`src/rtl/bpg_pkg.sv`:
```
package bpg_pkg;
    typedef enum logic [1:0] {
        ST_IDLE = 2'd0,
        ST_PRE  = 2'd1,
        ST_PIX  = 2'd2
    } gen_state_e;

    localparam int PRE_LEN = 11;
    localparam int PRE_IW  = 4;

    localparam logic [7:0] CMD_COL_WIN = 8'h2A;
    localparam logic [7:0] CMD_ROW_WIN = 8'h2B;
    localparam logic [7:0] CMD_MEM_WR  = 8'h2C;
endpackage

```
`src/rtl/bpg_preamble.sv`:
```
module bpg_preamble #(
    parameter int SCR_W = 480,
    parameter int SCR_H = 272
) (
    input  logic [bpg_pkg::PRE_IW-1:0] idx,
    output logic                       is_cmd,
    output logic [7:0]                 pre_byte
);
    localparam logic [15:0] LAST_COL = 16'(SCR_W - 1);
    localparam logic [15:0] LAST_ROW = 16'(SCR_H - 1);

    always_comb begin
        is_cmd   = 1'b0;
        pre_byte = 8'h00;
        case (idx)
            4'd0: begin is_cmd = 1'b1; pre_byte = bpg_pkg::CMD_COL_WIN; end
            4'd3: pre_byte = LAST_COL[15:8];
            4'd4: pre_byte = LAST_COL[7:0];
            4'd5: begin is_cmd = 1'b1; pre_byte = bpg_pkg::CMD_ROW_WIN; end
            4'd8: pre_byte = LAST_ROW[15:8];
            4'd9: pre_byte = LAST_ROW[7:0];
            4'd10: begin is_cmd = 1'b1; pre_byte = bpg_pkg::CMD_MEM_WR; end
            default: begin is_cmd = 1'b0; pre_byte = 8'h00; end
        endcase
    end
endmodule

```
`src/rtl/bpg_stripe.sv`:
```
module bpg_stripe #(
    parameter int WORD_W = 16
) (
    input  logic [WORD_W-1:0] held,
    input  logic [2:0]        col_lo,
    output logic [WORD_W-1:0] pix
);
    localparam logic [WORD_W-1:0] TOP_BIT = {1'b1, {(WORD_W-1){1'b0}}};

    logic [WORD_W-1:0] shifted;

    always_comb begin
        shifted = held >> 1;
        if (col_lo == 3'd7) begin
            pix = (shifted == '0) ? TOP_BIT : shifted;
        end else begin
            pix = held;
        end
    end
endmodule

```
`src/rtl/bar_pattern_gen.sv`:
```
module bar_pattern_gen #(
    parameter int SCR_W  = 480,
    parameter int SCR_H  = 272,
    parameter int WORD_W = 16
) (
    input  logic              clk,
    input  logic              rst_n,
    input  logic              frame_start,
    input  logic              out_ready,
    output logic              out_valid,
    output logic              out_cs,
    output logic              out_is_cmd,
    output logic [WORD_W-1:0] out_data,
    output logic              frame_done
);
    import bpg_pkg::*;

    localparam int CW = (SCR_W > 1) ? $clog2(SCR_W) : 1;
    localparam int RW = (SCR_H > 1) ? $clog2(SCR_H) : 1;
    localparam int FW = (WORD_W > 1) ? $clog2(WORD_W) : 1;
    localparam logic [CW-1:0]     LAST_C   = CW'(SCR_W - 1);
    localparam logic [RW-1:0]     LAST_R   = RW'(SCR_H - 1);
    localparam logic [FW-1:0]     LAST_F   = FW'(WORD_W - 1);
    localparam logic [PRE_IW-1:0] LAST_PRE = PRE_IW'(PRE_LEN - 1);

    typedef struct packed {
        gen_state_e        st;
        logic [PRE_IW-1:0] pre_idx;
        logic [CW-1:0]     col;
        logic [RW-1:0]     row;
        logic [WORD_W-1:0] mask;
        logic [FW-1:0]     fcnt;
        logic              done;
    } gen_regs_t;

    gen_regs_t r_q, r_d;

    logic              pre_cmd;
    logic [7:0]        pre_byte;
    logic [WORD_W-1:0] pix_word;
    logic [WORD_W-1:0] start_mask;
    logic              accept;

    bpg_preamble #(.SCR_W(SCR_W), .SCR_H(SCR_H)) u_pre (
        .idx      (r_q.pre_idx),
        .is_cmd   (pre_cmd),
        .pre_byte (pre_byte)
    );

    bpg_stripe #(.WORD_W(WORD_W)) u_stripe (
        .held   (r_q.mask),
        .col_lo (3'(r_q.col)),
        .pix    (pix_word)
    );

    assign start_mask = WORD_W'(1) << r_q.fcnt;
    assign out_valid  = (r_q.st != ST_IDLE);
    assign out_cs     = (r_q.st == ST_PRE) || (r_q.st == ST_PIX);
    assign out_is_cmd = (r_q.st == ST_PRE) && pre_cmd;
    assign out_data   = (r_q.st == ST_PRE) ? WORD_W'(pre_byte) : pix_word;
    assign frame_done = r_q.done;
    assign accept     = out_valid && out_ready;

    always_comb begin
        r_d      = r_q;
        r_d.done = 1'b0;
        case (r_q.st)
            ST_IDLE: begin
                if (frame_start) begin
                    r_d.st      = ST_PRE;
                    r_d.pre_idx = '0;
                    r_d.col     = '0;
                    r_d.row     = '0;
                    r_d.mask    = start_mask;
                end
            end
            ST_PRE: begin
                if (accept) begin
                    if (r_q.pre_idx == LAST_PRE) begin
                        r_d.st = ST_PIX;
                    end else begin
                        r_d.pre_idx = r_q.pre_idx + 1'b1;
                    end
                end
            end
            ST_PIX: begin
                if (accept) begin
                    r_d.mask = pix_word;
                    if (r_q.col == LAST_C) begin
                        r_d.col  = '0;
                        r_d.mask = start_mask;
                        if (r_q.row == LAST_R) begin
                            r_d.st   = ST_IDLE;
                            r_d.done = 1'b1;
                            r_d.fcnt = (r_q.fcnt == LAST_F) ? '0 : r_q.fcnt + 1'b1;
                        end else begin
                            r_d.row = r_q.row + 1'b1;
                        end
                    end else begin
                        r_d.col = r_q.col + 1'b1;
                    end
                end
            end
            default: r_d.st = ST_IDLE;
        endcase
    end

    always_ff @(posedge clk) begin
        if (!rst_n) begin
            r_q.st      <= ST_IDLE;
            r_q.pre_idx <= '0;
            r_q.col     <= '0;
            r_q.row     <= '0;
            r_q.mask    <= '0;
            r_q.fcnt    <= '0;
            r_q.done    <= 1'b0;
        end else begin
            r_q <= r_d;
        end
    end

    // a stalled word stays put
    a_r7_hold_on_stall: assert property (@(posedge clk) disable iff (!rst_n)
        out_valid && !out_ready |=> out_valid && $stable(out_data) && $stable(out_is_cmd));

    // done lasts exactly one cycle
    a_r9_done_pulse: assert property (@(posedge clk) disable iff (!rst_n)
        frame_done |=> !frame_done);

    // chip select has dropped when done is reported, and was high before
    a_r8_cs_drop: assert property (@(posedge clk) disable iff (!rst_n)
        frame_done |-> !out_cs && $past(out_cs));

    // a new transfer always opens with the column-window command
    a_r2_open_cmd: assert property (@(posedge clk) disable iff (!rst_n)
        $rose(out_cs) |-> out_is_cmd && (out_data == WORD_W'(CMD_COL_WIN)));

    // every pixel word carries exactly one set bit
    a_r3_onehot_pix: assert property (@(posedge clk) disable iff (!rst_n)
        (r_q.st == ST_PIX) |-> !out_is_cmd && $onehot(out_data));

    // a launch from idle shows a word on the next cycle
    a_r10_launch: assert property (@(posedge clk) disable iff (!rst_n)
        !out_valid && frame_start |=> out_valid);
endmodule

```
`config.mk`:
```
export PLATFORM = sky130hd
export DESIGN_NAME = bar_pattern_gen
export DESIGN_NICKNAME = d
export VERILOG_FILES = /design/src/rtl/bpg_pkg.sv /design/src/rtl/bpg_preamble.sv /design/src/rtl/bpg_stripe.sv /design/src/rtl/bar_pattern_gen.sv
export SDC_FILE = /design/constraint.sdc
export NUM_CORES = 1
export LEC_CHECK = 0
export ABC_AREA = 1
export BUFFER_PORTS_ARGS = -buffer_cell sky130_fd_sc_hd__buf_2
export CAP_MARGIN = 20
export CORE_MARGIN = 8
export CORE_UTILIZATION = 55
export CTS_CLUSTER_DIAMETER = 60
export DETAILED_ROUTE_END_ITERATION = 16
export GPL_ROUTABILITY_DRIVEN = 1
export PLACE_DENSITY = 0.77
export RECOVER_POWER = 50
export SETUP_SLACK_MARGIN = 0.05
export SLEW_MARGIN = 20
export SYNTH_ARGS = -nofsm -noshare
export SYNTH_HDL_FRONTEND = slang
export SYNTH_SLANG_ARGS = --single-unit
```
`constraint.sdc`:
```
create_clock -name clk -period 1.56 [get_ports clk]
set_input_delay 0.234 -clock clk [delete_from_list [all_inputs] [get_ports clk]]
set_output_delay 0.234 -clock clk [all_outputs]
set_load 0.005 [all_outputs]
```
==> flow_metrics.py <==
metrics = {
    "status": {
        "outcome": "complete, but fails checks",
        "violations": "setup timing",
    },
    "finish": {
        "n_antenna_cell": 0,
        "layout_commonest_cell": "nand2_1",
        "final_core_util_pct": 90.8,
        "layout_common_cells": "nand2_1 (77), buf_4 (49), inv_1 (48), nor2_1 (39), dfxtp_1 (38)",
        "area_growth_pct": 59.9,
        "layout.nets": 606,
        "drive_gt1_share_pct": 47.8,
    },
    "critical_path": {
        "cp_slowest_stage_delay_ns": 0.46,
        "worst_setup_path_start_kind": "flip-flop",
        "critical_path_required_ns": 1.33,
        "cp.buffers_inverters": 2,
        "path_max_fanout": 7,
        "worstSetupEndpointType": "output port",
        "crit_type": "flip-flop to output port",
        "worstPathArrival_ns": 1.87,
        "cp_top_family": "flip-flops",
        "cp_slowest_cell": "dfxtp_1",
        "path_cells": "ha_4 -> buf_4 -> nand2_1 -> nor3_1 -> a21oi_1 -> buf_2",
    },
    "sta": {
        "fin_crit_ns": 2.10,
        "setup_viol": 62,
        "grt_setup_unrepaired": "yes",
        "worst_pin_slew_ns": 0.773,
        "tns_ns": -18.31,
        "slew_viol_final": 0,
        "relSlewSlack_pct": 48.4,
        "fmax_mhz": 476,
        "fin_skew_ns": 0.0161,
        "timing.final.crit_share_pct": 135,
        "hold_viol_final": 0,
        "timing.final.ws_setup_ns": -0.540,
    },
    "grt": {
        "globalRouteTotalUtil_pct": 24.6,
        "antenna_found_initial": 0,
        "grt_start_max_net_pins": 29,
        "grt_first_pass_wirelength_mm": 17.0,
        "gr-total-overflow": 0,
        "grt_pass1_vias": 3755,
    },
    "route": {
        "routed_via_density": 6.69,
        "drtPass1Iterations": 7,
        "ant_nets": 0,
        "wl_per_cell_um": 23.8,
        "vias": 4400,
        "totalWireLength_mm": 15.6,
        "drc": 0,
        "drt-initial-drc-count": 706,
    },
    "placed_design": {
        "dpl.hpwl_mm": 5.95,
        "port_buffers": 23,
        "gp_congestion": 0.897,
    },
    "clocking": {
        "cts_hold_buf": 0,
        "clk_root_buffer_cell": "clkbuf_8",
        "htreeDepth": 2,
        "cts_buffers": 5,
        "clock_path_buffers": 2,
        "cts_tree": "done",
        "clk_pin_slew_worst_paths_ns": 0.08,
        "clock_latency_ns": 0.32,
        "cts_sinks": 45,
    },
    "synthesis": {
        "netlist_instances": 489,
        "synth_area_leader_cell": "dfxtp_1",
        "yosys.area.top_type_share_pct": 29.0,
        "yosys-top-cells-area": "dfxtp_1 (29%), nand2_1 (14%), nand3_1 (8.4%)",
        "syn_nets": 510,
        "syn_area_sq_mm": 0.00311,
        "ys_types": 36,
        "ys_ff_latch": 45,
        "synth_area_per_cell_sq_um": 6.35,
        "synth.yosys.seq_area_share_pct": 29.0,
        "yosysWarnings": 0,
    },
    "job": {
        "drv_cap": 0,
    },
    "die": {
        "fp.dieArea_sq_mm": 0.00831,
        "row_count": 27,
        "core_area_sq_mm": 0.00547,
        "start_util_pct": 56.8,
        "ios": 24,
        "die_x_um": 91.2,
        "die_h_um": 91.2,
    },
    "pwr": {
        "ir_drop_v": 0.00158,
        "power_density_mw_per_mm2": 1950,
        "p_leak_nw": 2.15,
    },
    "min_path": {
        "hold_path_class": "input pin to flip-flop",
    },
}
-- worst register-to-register path, stage by stage, from the launching register on --
cell and delay [ns]:
dfxtp_1 0.46, inv_4 0.08, ha_4 0.20, nor2_4 0.12, nor2_4 0.07, nor2_4 0.22, buf_4 0.24, nand3_1 0.14
o21bai_1 0.28, inv_1 0.09
-- power breakdown --
part           switching, W  internal [W]  total, W
Sequential         0.000259       0.00138   0.00164
Clock              0.000456      0.000312  0.000768
Combinational       0.00421       0.00307   0.00727
-- through the flow --
stage          hold slack (ns)  worst slack, ns  instance area, sq um  instances  power [W]
5_1_grt                  0.311           -0.579                  4970        658    0.00993
3_3_place_gp             0.454           -0.104                  3680        618    0.00541
3_5_place_dp             0.462           -0.136                  3680        618    0.00549
4_1_cts                  0.250           -0.301                  4440        646    0.00784
6_report                 0.298           -0.540                  4970        658    0.00968
2_1_floorplan            0.437          0.00624                  3180        489    0.00407
-- logic make-up (layout without fill, tap and decap cells) --
logic type | Yosys count | after routing | share of synthesized area (%)
simple gates | 255 | 255 | 36.6
buf+inv | 85 | 181 | 11.4
compound gates | 79 | 80 | 13.8
flops | 45 | 45 | 29.0
fa+ha+maj | 17 | 17 | 6.85
xor+xnor | 7 | 7 | 1.97
mux | 1 | 1 | 0.322
-- area by class of cell --
class | count | area, sq um
inverters | 66 | 280
fillers | 209 | 505
clock inverters | 2 | 10.0
clock buffers | 6 | 72.6
repair buffers | 107 | 953
flip-flops and latches | 45 | 915
well taps | 72 | 90.1
multi-input cells | 360 | 2650
-- worst paths after layout --
kind	end	slack, ns	startpoint	depth (start not counted)
worst max-delay path	out_data[0]	-0.54	r_q[43]$_SDFFE_PN0P_	6
worst min-delay path	r_q[39]$_SDFFE_PN0P_	0.30	frame_start	4
worst max register to register	r_q[16]$_SDFFE_PN0P_	-0.43	r_q[43]$_SDFFE_PN0P_	9
worst min register to register	r_q[19]$_SDFFE_PN0P_	0.49	r_q[19]$_SDFFE_PN0P_	2
-- routing by layer --
layer | vias to the layer above | routed length (um) | part of all wire, % | GRT usage [%]
li1 | 1776 | - | - | -
met2 | 454 | 6930 | 44 | 42.2
met1 | 2005 | 5490 | 35 | 27.3
met4 | 0 | 1330 | 8.5 | 14.5
met3 | 165 | 1870 | 12 | 5.51
met5 | - | 0 | 0 | 0
-- synth_stat cells (all sizes together) --
cell type	instances
clkinv	1
nand4	10
o21bai	2
o21ai	32
o22ai	1
nand2	120
ha	17
a31oi	1
or2	1
dfxtp	45
nor3	9
nor3b	1
nor2	59
mux2i	1
xor2	7
clkbuf	9
nand3	54
inv	65
a21oi	36
o211ai	4
nor4	1
buf	10
a211oi	1
o31ai	1
o21a	1
-- repair_timing --
action / CTS / global route
cloned: 3 / 3
buffers inserted: 19 / 11
pin swaps: 40 / 50
gates resized for setup: 151 / 107
setup endpoints to repair: 62 / 63
-- registers in the layout, summed over array words and instances, names as in the netlist --
register	count
r_q	44
frame_done	1
Note: power is estimated with default switching activity, not from simulation.
